--- config.mk ---
export PLATFORM = sky130hd
export DESIGN_NAME = swrst_ctrl
export DESIGN_NICKNAME = d
export VERILOG_FILES = /design/src/rtl/swrst_pkg.sv /design/src/rtl/swrst_sync.sv /design/src/rtl/swrst_lowcnt.sv /design/src/rtl/swrst_seq.sv /design/src/rtl/swrst_ctrl.sv
export SDC_FILE = /design/constraint.sdc
export NUM_CORES = 1
export LEC_CHECK = 0
export CAP_MARGIN = 20
export CELL_PAD_IN_SITES_DETAIL_PLACEMENT = 0
export CELL_PAD_IN_SITES_GLOBAL_PLACEMENT = 1
export CORE_UTILIZATION = 35
export DETAILED_ROUTE_END_ITERATION = 16
export MAX_ROUTING_LAYER = met4
export PLACE_DENSITY = 0.72
export SYNTH_ARGS = -nofsm -noshare
export SYNTH_HDL_FRONTEND = slang
export SYNTH_SLANG_ARGS = --single-unit
--- constraint.sdc ---
create_clock -name clk -period 1.78 [get_ports clk]
set_clock_uncertainty 0.1 [all_clocks]
set_input_delay 0.356 -clock clk [delete_from_list [all_inputs] [get_ports clk]]
set_output_delay 0.356 -clock clk [all_outputs]
set_load 0.05 [all_outputs]
--- src/rtl/swrst_pkg.sv ---
package swrst_pkg;
  typedef enum logic [1:0] {
    ST_RUN  = 2'd0,
    ST_HOLD = 2'd1,
    ST_WAIT = 2'd2
  } rst_state_e;
endpackage

--- src/rtl/swrst_sync.sv ---
module swrst_sync #(
  parameter int STAGES  = 2,
  parameter bit RST_VAL = 1'b1
) (
  input  logic clk,
  input  logic rst,
  input  logic d,
  output logic q
);
  logic [STAGES-1:0] chain;

  always_ff @(posedge clk) begin
    if (rst) chain <= {STAGES{RST_VAL}};
    else     chain <= {chain[STAGES-2:0], d};
  end

  assign q = chain[STAGES-1];
endmodule

--- src/rtl/swrst_lowcnt.sv ---
module swrst_lowcnt #(
  parameter int MIN_LOW      = 4,
  parameter bit FILTER_SHORT = 1'b0,
  localparam int CW          = $clog2(MIN_LOW + 1)
) (
  input  logic clk,
  input  logic rst,
  input  logic lvl_s,
  output logic trig_o
);
  logic [CW-1:0] low_cnt;

  // saturating count of consecutive low samples seen before this cycle
  always_ff @(posedge clk) begin
    if (rst || lvl_s)                   low_cnt <= '0;
    else if (low_cnt != CW'(MIN_LOW))   low_cnt <= low_cnt + 1'b1;
  end

  generate
    if (FILTER_SHORT) begin : g_filter
      assign trig_o = !lvl_s && (low_cnt >= CW'(MIN_LOW - 1));
    end else begin : g_direct
      assign trig_o = !lvl_s;
    end
  endgenerate

  a_r2_cnt_clears: assert property (@(posedge clk) disable iff (rst)
    lvl_s |=> (low_cnt == '0));

  a_r2_cnt_bounded: assert property (@(posedge clk) disable iff (rst)
    low_cnt <= CW'(MIN_LOW));
endmodule

--- src/rtl/swrst_seq.sv ---
module swrst_seq #(
  parameter int WAIT_CYC = 16384,
  localparam int WW      = $clog2(WAIT_CYC + 1)
) (
  input  logic clk,
  input  logic rst,
  input  logic lvl_s,
  input  logic trig,
  input  logic wr,
  input  logic wdata,
  output logic core_rst_o,
  output logic vec_o,
  output logic ctl_o
);
  import swrst_pkg::*;

  rst_state_e st_q, st_d;
  logic [WW-1:0] wcnt_q;
  logic core_q, vec_q, ctl_q;
  logic wait_done;

  assign wait_done = (wcnt_q == WW'(WAIT_CYC - 1));

  always_comb begin
    st_d = st_q;
    case (st_q)
      ST_RUN:  if (trig) st_d = ST_HOLD;
      ST_HOLD: if (lvl_s) st_d = ST_WAIT;
      ST_WAIT: begin
        if (!lvl_s)         st_d = ST_HOLD;
        else if (wait_done) st_d = ST_RUN;
      end
      default: st_d = ST_HOLD;
    endcase
  end

  always_ff @(posedge clk) begin
    if (rst) begin
      st_q   <= ST_HOLD;
      wcnt_q <= '0;
      core_q <= 1'b1;
      vec_q  <= 1'b0;
      ctl_q  <= 1'b1;
    end else begin
      st_q   <= st_d;
      wcnt_q <= (st_q == ST_WAIT && st_d == ST_WAIT) ? wcnt_q + 1'b1 : '0;
      core_q <= (st_d != ST_RUN);
      vec_q  <= (st_q == ST_WAIT) && (st_d == ST_RUN);
      if (st_d != ST_RUN)                      ctl_q <= 1'b1;
      else if (wr && st_q == ST_RUN)           ctl_q <= wdata;
    end
  end

  assign core_rst_o = core_q;
  assign vec_o      = vec_q;
  assign ctl_o      = ctl_q;

  a_r6_vec_single: assert property (@(posedge clk) disable iff (rst)
    vec_q |=> !vec_q);

  a_r6_vec_at_release: assert property (@(posedge clk) disable iff (rst)
    vec_q |-> (!core_q && $past(core_q)));

  a_r8_pin_free_in_reset: assert property (@(posedge clk) disable iff (rst)
    core_q |-> ctl_q);

  a_r5_wait_bounded: assert property (@(posedge clk) disable iff (rst)
    (st_q == ST_WAIT) |-> (wcnt_q < WW'(WAIT_CYC)));

  a_r5_low_keeps_reset: assert property (@(posedge clk) disable iff (rst)
    (st_q != ST_RUN && !lvl_s) |=> core_q);
endmodule

--- src/rtl/swrst_ctrl.sv ---
module swrst_ctrl #(
  parameter int SYNC_STAGES  = 2,
  parameter int MIN_LOW      = 4,
  parameter bit FILTER_SHORT = 1'b0,
  parameter int WAIT_CYC     = 16384
) (
  input  logic clk,
  input  logic rst,
  input  logic pin_i,
  input  logic ctl_wr,
  input  logic ctl_wdata,
  output logic pin_pd_o,
  output logic core_rst_o,
  output logic vec_req_o
);
  logic lvl_s, trig_w, ctl_w;

  swrst_sync #(.STAGES(SYNC_STAGES), .RST_VAL(1'b1)) sync_i (
    .clk(clk), .rst(rst), .d(pin_i), .q(lvl_s)
  );

  swrst_lowcnt #(.MIN_LOW(MIN_LOW), .FILTER_SHORT(FILTER_SHORT)) lowcnt_i (
    .clk(clk), .rst(rst), .lvl_s(lvl_s), .trig_o(trig_w)
  );

  swrst_seq #(.WAIT_CYC(WAIT_CYC)) seq_i (
    .clk(clk), .rst(rst), .lvl_s(lvl_s), .trig(trig_w),
    .wr(ctl_wr), .wdata(ctl_wdata),
    .core_rst_o(core_rst_o), .vec_o(vec_req_o), .ctl_o(ctl_w)
  );

  // open-drain: only a pull-down enable leaves the block
  assign pin_pd_o = ~ctl_w;

  a_r6_fall_has_vec: assert property (@(posedge clk) disable iff (rst)
    $fell(core_rst_o) |-> vec_req_o);

  a_r7_write_pulls_low: assert property (@(posedge clk) disable iff (rst)
    (ctl_wr && !ctl_wdata && !core_rst_o && !trig_w) |=> pin_pd_o);

  a_r9_write_in_reset_ignored: assert property (@(posedge clk) disable iff (rst)
    (core_rst_o && !pin_pd_o) |=> !pin_pd_o);
endmodule

After elaboration in Yosys (flattened, before gate mapping)
Index checks and enable logic that the tools add are counted.
{ "word_totals": {"regBits": 22, "latchBits": 0, "ramBits": 0, "rom_bits": 0, "inputBits": 5, "output_inout_bits": 3, "mem_count": 0} }
{ "op_classes": {"n_addsub": 1, "n_mul": 0, "div_mod_pow": 0, "magnitude_cmp": 0, "eq_ne": 4, "n_shift": 0, "mux": 5, "bitwise_logic": 2, "n_reduce_logical": 8} }
{ "ops": {"columns": ["operator", "n"], "rows": [
  ["$add A15 B1 Y15 const B", 1],
  ["$eq A15 B14 Y1 const B", 1],
  ["$mux W2", 4],
  ["$pmux W2 S3", 1],
  ["$eq A2 B2 Y1 const B", 2],
  ["$logic_not A2 Y1", 2],
  ["$reduce_or A2 Y1", 2],
  ["$logic_and A1 B1 Y1", 3],
  ["$eq A2 B1 Y1 const B", 1],
  ["$not A1 Y1", 2],
  ["$reduce_bool A2 Y1", 1]
]} }

Logic depth before layout (Yosys ltp)
Gate-level depths: netlist (run 1).
{ "logic_depth": {"depth_word": 8, "ltp_mapped": 6} }

Cells and area by module
Synthesis (run 1) repeated with hierarchy kept, for this count alone.
{ "unflattened": {"hier_cells": 98, "hier_area_um2": 945.9} }
{ "modules_own_cells": {"columns": ["mod", "n_inst", "cells_per_inst", "area_each_um2", "seq_area_each_um2"], "rows": [
  ["swrst_seq", 1, 92, 885.8, 400.4],
  ["swrst_sync", 1, 4, 52.6, 40.0],
  ["swrst_ctrl", 1, 1, 3.8, 0.0],
  ["swrst_lowcnt", 1, 1, 3.8, 0.0]
]} }

Worst setup path before layout (run 1)
No wires, ideal clock.
{ "synth_timing": {"path_kind": "register -> register", "from": "reg seq_i.wcnt_q[0]", "to": "reg seq_i.wcnt_q[6]", "setup_ps": 115, "arrival_ps": 1364, "path_slack_ps": 201, "stages_incl_launch_ff": 7, "path_cell_list": "dfxtp_1 > ha_1 > nand3_4 > nor4_4 > nand3b_4 > buf_12 > nor2_2"} }
{ "synth_between": {"elab_chain_cells": 8, "elab_cells_between_ends": 9} }
{ "synth_lines": {"columns": ["element", "line", "text"], "rows": [
  ["from (decl)", "swrst_seq.sv:18", "logic [WW-1:0] wcnt_q;"],
  ["from (signal assigned)", "swrst_seq.sv:46", "wcnt_q <= (st_q == ST_WAIT && st_d == ST_WAIT) ? wcnt_q + 1'b1 : '0;"],
  ["$eq A15 B14 Y1", "swrst_seq.sv:22", "assign wait_done = (wcnt_q == WW'(WAIT_CYC - 1));"],
  ["$mux W2", "swrst_seq.sv:31", "else if (wait_done) st_d = ST_RUN;"],
  ["$mux W2", "swrst_seq.sv:30", "if (!lvl_s) st_d = ST_HOLD;"],
  ["$pmux W2 S3", "swrst_seq.sv:26", "case (st_q)"],
  ["$eq A2 B2 Y1", "swrst_seq.sv:46", null],
  ["$logic_and A1 B1 Y1", "swrst_seq.sv:46", null],
  ["$not A1 Y1 (no source line)", null, null],
  ["$reduce_or A2 Y1 (no source line)", null, null]
]} }
Several ways; a longest one is shown, not always the timed one.
A chain may end at the register's enable or synchronous reset.

Final worst setup path (run 1)
{ "layout_timing": {"from": "reg seq_i.wcnt_q[1]", "to": "reg seq_i.wcnt_q[12]"} }
The elaborated chain is that of the path after synthesis.

==> impl_metrics.tcl, run 1 <==
set metrics [dict create \
    drcViolationCount 0 \
    die_y_um 53.75 \
    hpwlAfterDp_um 1027 \
    hold_viol_final 0 \
    holdWs_ns 0.3264 \
    ir_drop_uv 492.0 \
    clk_pin_slew_ns 0.12 \
    htreeDepth 1 \
    grt_pass1_vias 632 \
    cp.required_ns 1.90 \
    status "completed" \
    wl_um 1467 \
    multi_input_area_um2 461.7 \
    period_share 0.9149 \
    ys_seq_area_frac 0.4700 \
    layout-drive-gt1-share 0.2752 \
    yosys_warnings 0 \
    p_leak_nw 0.4073 \
    setup_ws_ns 0.1514 \
    crit_path_start_kind "flip-flop" \
    syn_inst 93 \
    numPortBuffers 7 \
    pin_count 8 \
    crit_buf_inv 1 \
    fmax_mhz 614.0 \
    critical_path_peak_fanout 5 \
    period_needed_ns 1.629 \
    cts_sinks 22 \
    grt_pass1_wl_um 2566 \
    hold_class "flip-flop to flip-flop" \
    rows 18 \
    antenna_found_initial 0 \
    die_width_um 53.75 \
    syn_area_per_cell_um2 10.08 \
    drtIter0Drc 11 \
    grt.overflow.total 0 \
    powerDensity_nw_per_um2 752.3 \
    final_common_cell "dfxtp_1" \
    endpoint_kind "flip-flop" \
    initial_core_util 0.3749 \
    instances_no_fill 139 \
    finalWeightedCongestion 0.7138 \
    tritoncts "built" \
    placedCellCount 133 \
    die-area_um2 2889 \
    fp.coreArea_um2 2500 \
    netlist_area_um2 937.1 \
    seq_area_um2 440.4 \
    worst_pin_slew_ns 0.3336 \
    layout_common_cells "22 x dfxtp_1, 11 x nor2_1, 11 x xnor2_1, 10 x nor2_2, 8 x buf_4" \
    grt_usage 0.1277 \
    cts_buffers 3 \
    finalSetupTns_ns 0 \
    max_stage_delay_ns 0.37 \
    grt_max_degree 16 \
    fin_nets 116 \
    via_count 645 \
    synthToLayoutAreaGrowth_pct 18.56 \
    yosys.cell_types.count 27 \
    maxCapViolCount 0 \
    syn_nets 99 \
    ys_seq_elements 22 \
    first_pass_iters 4 \
    antenna_left 0 \
    setup_viol 0 \
    num-fill-cells 245 \
    crit_chain "ha_1 -> nand3_4 -> buf_4 -> nor4_1 -> xnor2_1 -> nor2_2" \
    crit_type "flip-flop to flip-flop" \
    diodes 0 \
    slew_viol_final 0 \
    wire_per_inst_um 10.55 \
    rsz0062_at_grt "no" \
    clk_latency_ns 0.31 \
    clockBufferDepth 2 \
    place_ws_ns -0.01608 \
    critPathArrivalTime_ns 1.75 \
    cp_slowest_cell "dfxtp_1" \
    cts-root-buf "clkbuf_4" \
    viasPerCell 4.640 \
    cp_top_family "simple AND/OR/NAND/NOR gates" \
    slew-limit-headroom 0.7756 \
]
==> path summary, 6_finish.rpt <==
check | slack, ns | start | cells after the start | endpoint
setup / recovery | 0.15 | seq_i.wcnt_q[1] | 6 | seq_i.wcnt_q[12]
hold / removal | 0.33 | sync_i.chain[0] | 1 | sync_i.chain[1]
setup reg to reg | 0.15 | seq_i.wcnt_q[1] | 6 | seq_i.wcnt_q[12]
hold reg to reg | 0.33 | sync_i.chain[0] | 1 | sync_i.chain[1]
==> where the power goes <==
part           total [mW]  switching (mW)  internal [mW]
logic              0.0529          0.0260         0.0269
clock network       0.271           0.146          0.125
registers           0.512         0.00984          0.502
total               0.836           0.182          0.654
==> registers in the layout, indices dropped and copies added, names as in the netlist <==
signal            cells
seq_i.core_rst_o      1
seq_i.ctl_o           1
seq_i.st_q            2
seq_i.vec_o           1
seq_i.wcnt_q         15
sync_i.chain          2
==> Yosys cell counts <==
| cell | number | area (um2) |
|---|---|---|
| inv_1 | 4 | 15.01 |
| a21o_1 | 1 | 7.510 |
| o21ai_0 | 1 | 5.000 |
| and3_1 | 1 | 6.260 |
| nand2b_1 | 3 | 18.77 |
| nand4b_1 | 1 | 8.760 |
| nand4_1 | 1 | 6.260 |
| ha_1 | 1 | 12.51 |
| nor3_1 | 3 | 15.01 |
| xor2_1 | 1 | 8.760 |
| or2_2 | 2 | 12.51 |
| nand4_4 | 1 | 21.27 |
| xnor2_1 | 11 | 96.34 |
| nand3_1 | 4 | 20.02 |
| nor3b_1 | 1 | 7.510 |
| nor4_4 | 1 | 21.27 |
| nand3b_4 | 1 | 20.02 |
| nand3_4 | 1 | 17.52 |
| a21oi_1 | 1 | 5.000 |
| nand2_1 | 5 | 18.77 |
| nor4_1 | 2 | 12.51 |
| a31oi_1 | 1 | 6.260 |
| nor2_2 | 10 | 62.56 |
| buf_12 | 1 | 20.02 |
| dfxtp_1 | 22 | 440.4 |
| nand3_2 | 1 | 10.01 |
| nor2_1 | 11 | 41.29 |
==> timing repair <==
item / 4_1_cts / 5_1_grt
gates resized for setup: 0 / 0
hold buffers: 0 / 0
endpoints found under the setup margin: 0 / 1
setup buffers: 0 / 2
==> layer usage <==
| layer | track usage | share of wire |
|---|---|---|
| met2 | 0.2099 | 0.49 |
| met5 | - | 0 |
| met3 | 0.05085 | 0.039 |
| met4 | 0.02632 | 0 |
| met1 | 0.1455 | 0.47 |
==> layout make-up <==
| type | instances | area share |
|---|---|---|
| Clock buffer | 4 | 0.03266 |
| Inverter | 4 | 0.01351 |
| Multi-Input combinational cell | 66 | 0.4155 |
| Sequential cell | 22 | 0.3964 |
| Tap cell | 30 | 0.03378 |
| Timing Repair Buffer | 13 | 0.1081 |
==> cell families (layout without fill, tap and decap cells) <==
family                   Yosys count  count (layout)  share of synthesized area
AO/OA/AOI/OAI                      4               4                    0.02536
XOR/XNOR                          12              12                     0.1121
adder cells (fa/ha/maj)            1               1                    0.01335
buffers and inverters              5              21                    0.03738
flip-flops                        22              22                     0.4700
AND/OR/NAND/NOR                   49              49                     0.3418
==> stage by stage <==
step	total power [mW]	utilization	area (um2)
finish	0.8359	0.4444	1111
CTS	0.8484	0.4334	1084
global route	0.8773	0.4444	1111
detailed placement	0.5713	0.4189	1047
floorplan	0.5540	-	937.1
global placement	0.5717	0.4189	1047
Note: power is estimated with default switching activity, not from simulation.
==> inputs of run 2 (changes only) <==
--- a/config.mk
+++ b/config.mk
@@ -5,7 +5,7 @@
 export SDC_FILE = /design/constraint.sdc
 export NUM_CORES = 1
 export LEC_CHECK = 0
-export CAP_MARGIN = 20
+export CAP_MARGIN = 25
 export CELL_PAD_IN_SITES_DETAIL_PLACEMENT = 0
 export CELL_PAD_IN_SITES_GLOBAL_PLACEMENT = 1
 export CORE_UTILIZATION = 35
==> results of run 2 <==
Same layout as run 1: the final DEF is identical, and so are final timing and power.
==> inputs of run 3 (changes only) <==
==> constraint.sdc (replaced) <==
create_clock -name clk -period 1.85 [get_ports clk]
set_clock_uncertainty 0.1 [all_clocks]
set_input_delay 0.37 -clock clk [delete_from_list [all_inputs] [get_ports clk]]
set_output_delay 0.37 -clock clk [all_outputs]
set_load 0.05 [all_outputs]
==> impl_metrics.tcl, run 3 (synthesized netlist as in run 1, its figures left out) <==
set metrics [dict create \
    synthToLayoutAreaGrowth_pct 14.82 \
    wire_per_inst_um 10.99 \
    maxCapViolCount 0 \
    hold_viol_final 0 \
    grt_pass1_wl_um 2628 \
    power.total_mw 0.8024 \
    num-fill-cells 263 \
    fin_nets 113 \
    cts-root-buf "clkbuf_4" \
    largest_reg_flops 15 \
    die-area_um2 2889 \
    hpwlAfterDp_um 1090 \
    grt_max_degree 16 \
    pin_count 8 \
    hold_class "flip-flop to flip-flop" \
    crit_type "flip-flop to flip-flop" \
    multi_input_area_um2 461.7 \
    drtIter0Drc 5 \
    via_count 632 \
    seq_area_um2 440.4 \
    p_leak_nw 0.3884 \
    antenna_left 0 \
    die_width_um 53.75 \
    slew_viol_final 0 \
    clk_pin_slew_ns 0.12 \
    clk_latency_ns 0.31 \
    period_needed_ns 1.689 \
    reg_top3 "seq_i.wcnt_q x15, seq_i.st_q x2, sync_i.chain x2" \
    cts_hold_repair.buffers 0 \
    critical_path_peak_fanout 15 \
    cp.required_ns 1.94 \
    clockBufferDepth 2 \
    finalWeightedCongestion 0.6836 \
    htreeDepth 1 \
    finalSetupTns_ns 0 \
    final_common_cell "dfxtp_1" \
    grt_usage 0.1347 \
    worst_pin_slew_ns 0.2955 \
    cts-resized-gates 0 \
    grt.overflow.total 0 \
    tritoncts "built" \
    antenna_found_initial 0 \
    slew-limit-headroom 0.8012 \
    period_share 0.9132 \
    status "completed" \
    cts_sinks 22 \
    wl_um 1495 \
    powerDensity_nw_per_um2 745.7 \
    first_pass_iters 4 \
    rows 18 \
    numPortBuffers 7 \
    cts_buffers 3 \
    die_y_um 53.75 \
    regMostFlops "seq_i.wcnt_q" \
    layout-drive-gt1-share 0.2547 \
    initial_core_util 0.3749 \
    drcViolationCount 0 \
    layout_common_cells "22 x dfxtp_1, 11 x nor2_1, 11 x xnor2_1, 10 x nor2_2, 6 x buf_4" \
    diodes 0 \
    endpoint_kind "flip-flop" \
    ir_drop_uv 474.1 \
    post_cts_buffers 0 \
    critPathArrivalTime_ns 1.78 \
    viasPerCell 4.647 \
    setup_viol 0 \
    fp.coreArea_um2 2500 \
    rsz0062_at_grt "no" \
    fmax_mhz 591.9 \
    grt_pass1_vias 613 \
    crit_path_start_kind "flip-flop" \
]
-- run 3: cell types whose count changed in the layout (fill, tap and decap cells not counted), sizes merged --
| cell | delta |
|---|---|
| buf | -3 |
-- run 3: path summary, 6_finish.rpt --
check,from,to,slack (ns),cells after the start
worst max-delay path,seq_i.wcnt_q[1],seq_i.st_q[1],0.16,5
worst min-delay path,sync_i.chain[0],sync_i.chain[1],0.34,1
worst max register to register,seq_i.wcnt_q[1],seq_i.st_q[1],0.16,5
worst min register to register,sync_i.chain[0],sync_i.chain[1],0.34,1
-- run 3: stage by stage --
| stage | hold slack, ns | std cells | utilization | worst slack (ns) | cell area (um2) |
|---|---|---|---|---|---|
| 2_1_floorplan | 0.2895 | 93 | - | 0.2709 | 937.1 |
| 3_3_place_gp | 0.2961 | 132 | 0.4159 | 0.08836 | 1040 |
| 3_5_place_dp | 0.3116 | 132 | 0.4159 | 0.02289 | 1040 |
| 4_1_cts | 0.3453 | 136 | 0.4304 | 0.1247 | 1076 |
| 5_1_grt | 0.3657 | 136 | 0.4304 | 0.01210 | 1076 |
| 6_report | 0.3393 | 136 | 0.4304 | 0.1606 | 1076 |
-- run 3: metal layers --
metal  vias to the layer above  track usage  part of all wire
met5                         -            -                 0
met4                         0      0.03947             0.010
met3                         2      0.05932             0.041
met2                         8       0.2202              0.48
met1                       286       0.1465              0.47
li1                        336            -                 -
-- run 3: area by class of cell --
| class | instances | area share |
|---|---|---|
| Multi-Input combinational cell | 66 | 0.4291 |
| Sequential cell | 22 | 0.4093 |
| Timing Repair Buffer | 10 | 0.07907 |
| Tap cell | 30 | 0.03488 |
| Clock buffer | 4 | 0.03372 |
| Inverter | 4 | 0.01395 |
-- run 3: worst max-delay path, stage by stage (launching register included) --
cell and delay [ns]:
dfxtp_1 0.37, ha_1 0.24, nand3_4 0.10, nor4_4 0.30, nand3b_4 0.33, o21ai_0 0.13
-- run 3: where the power goes --
| group | switching [mW] | internal (mW) | leakage (nW) |
|---|---|---|---|
| combinational | 0.0243 | 0.0222 | 0.189 |
| sequential | 0.00949 | 0.483 | 0.179 |
| clock | 0.143 | 0.120 | 0.0210 |
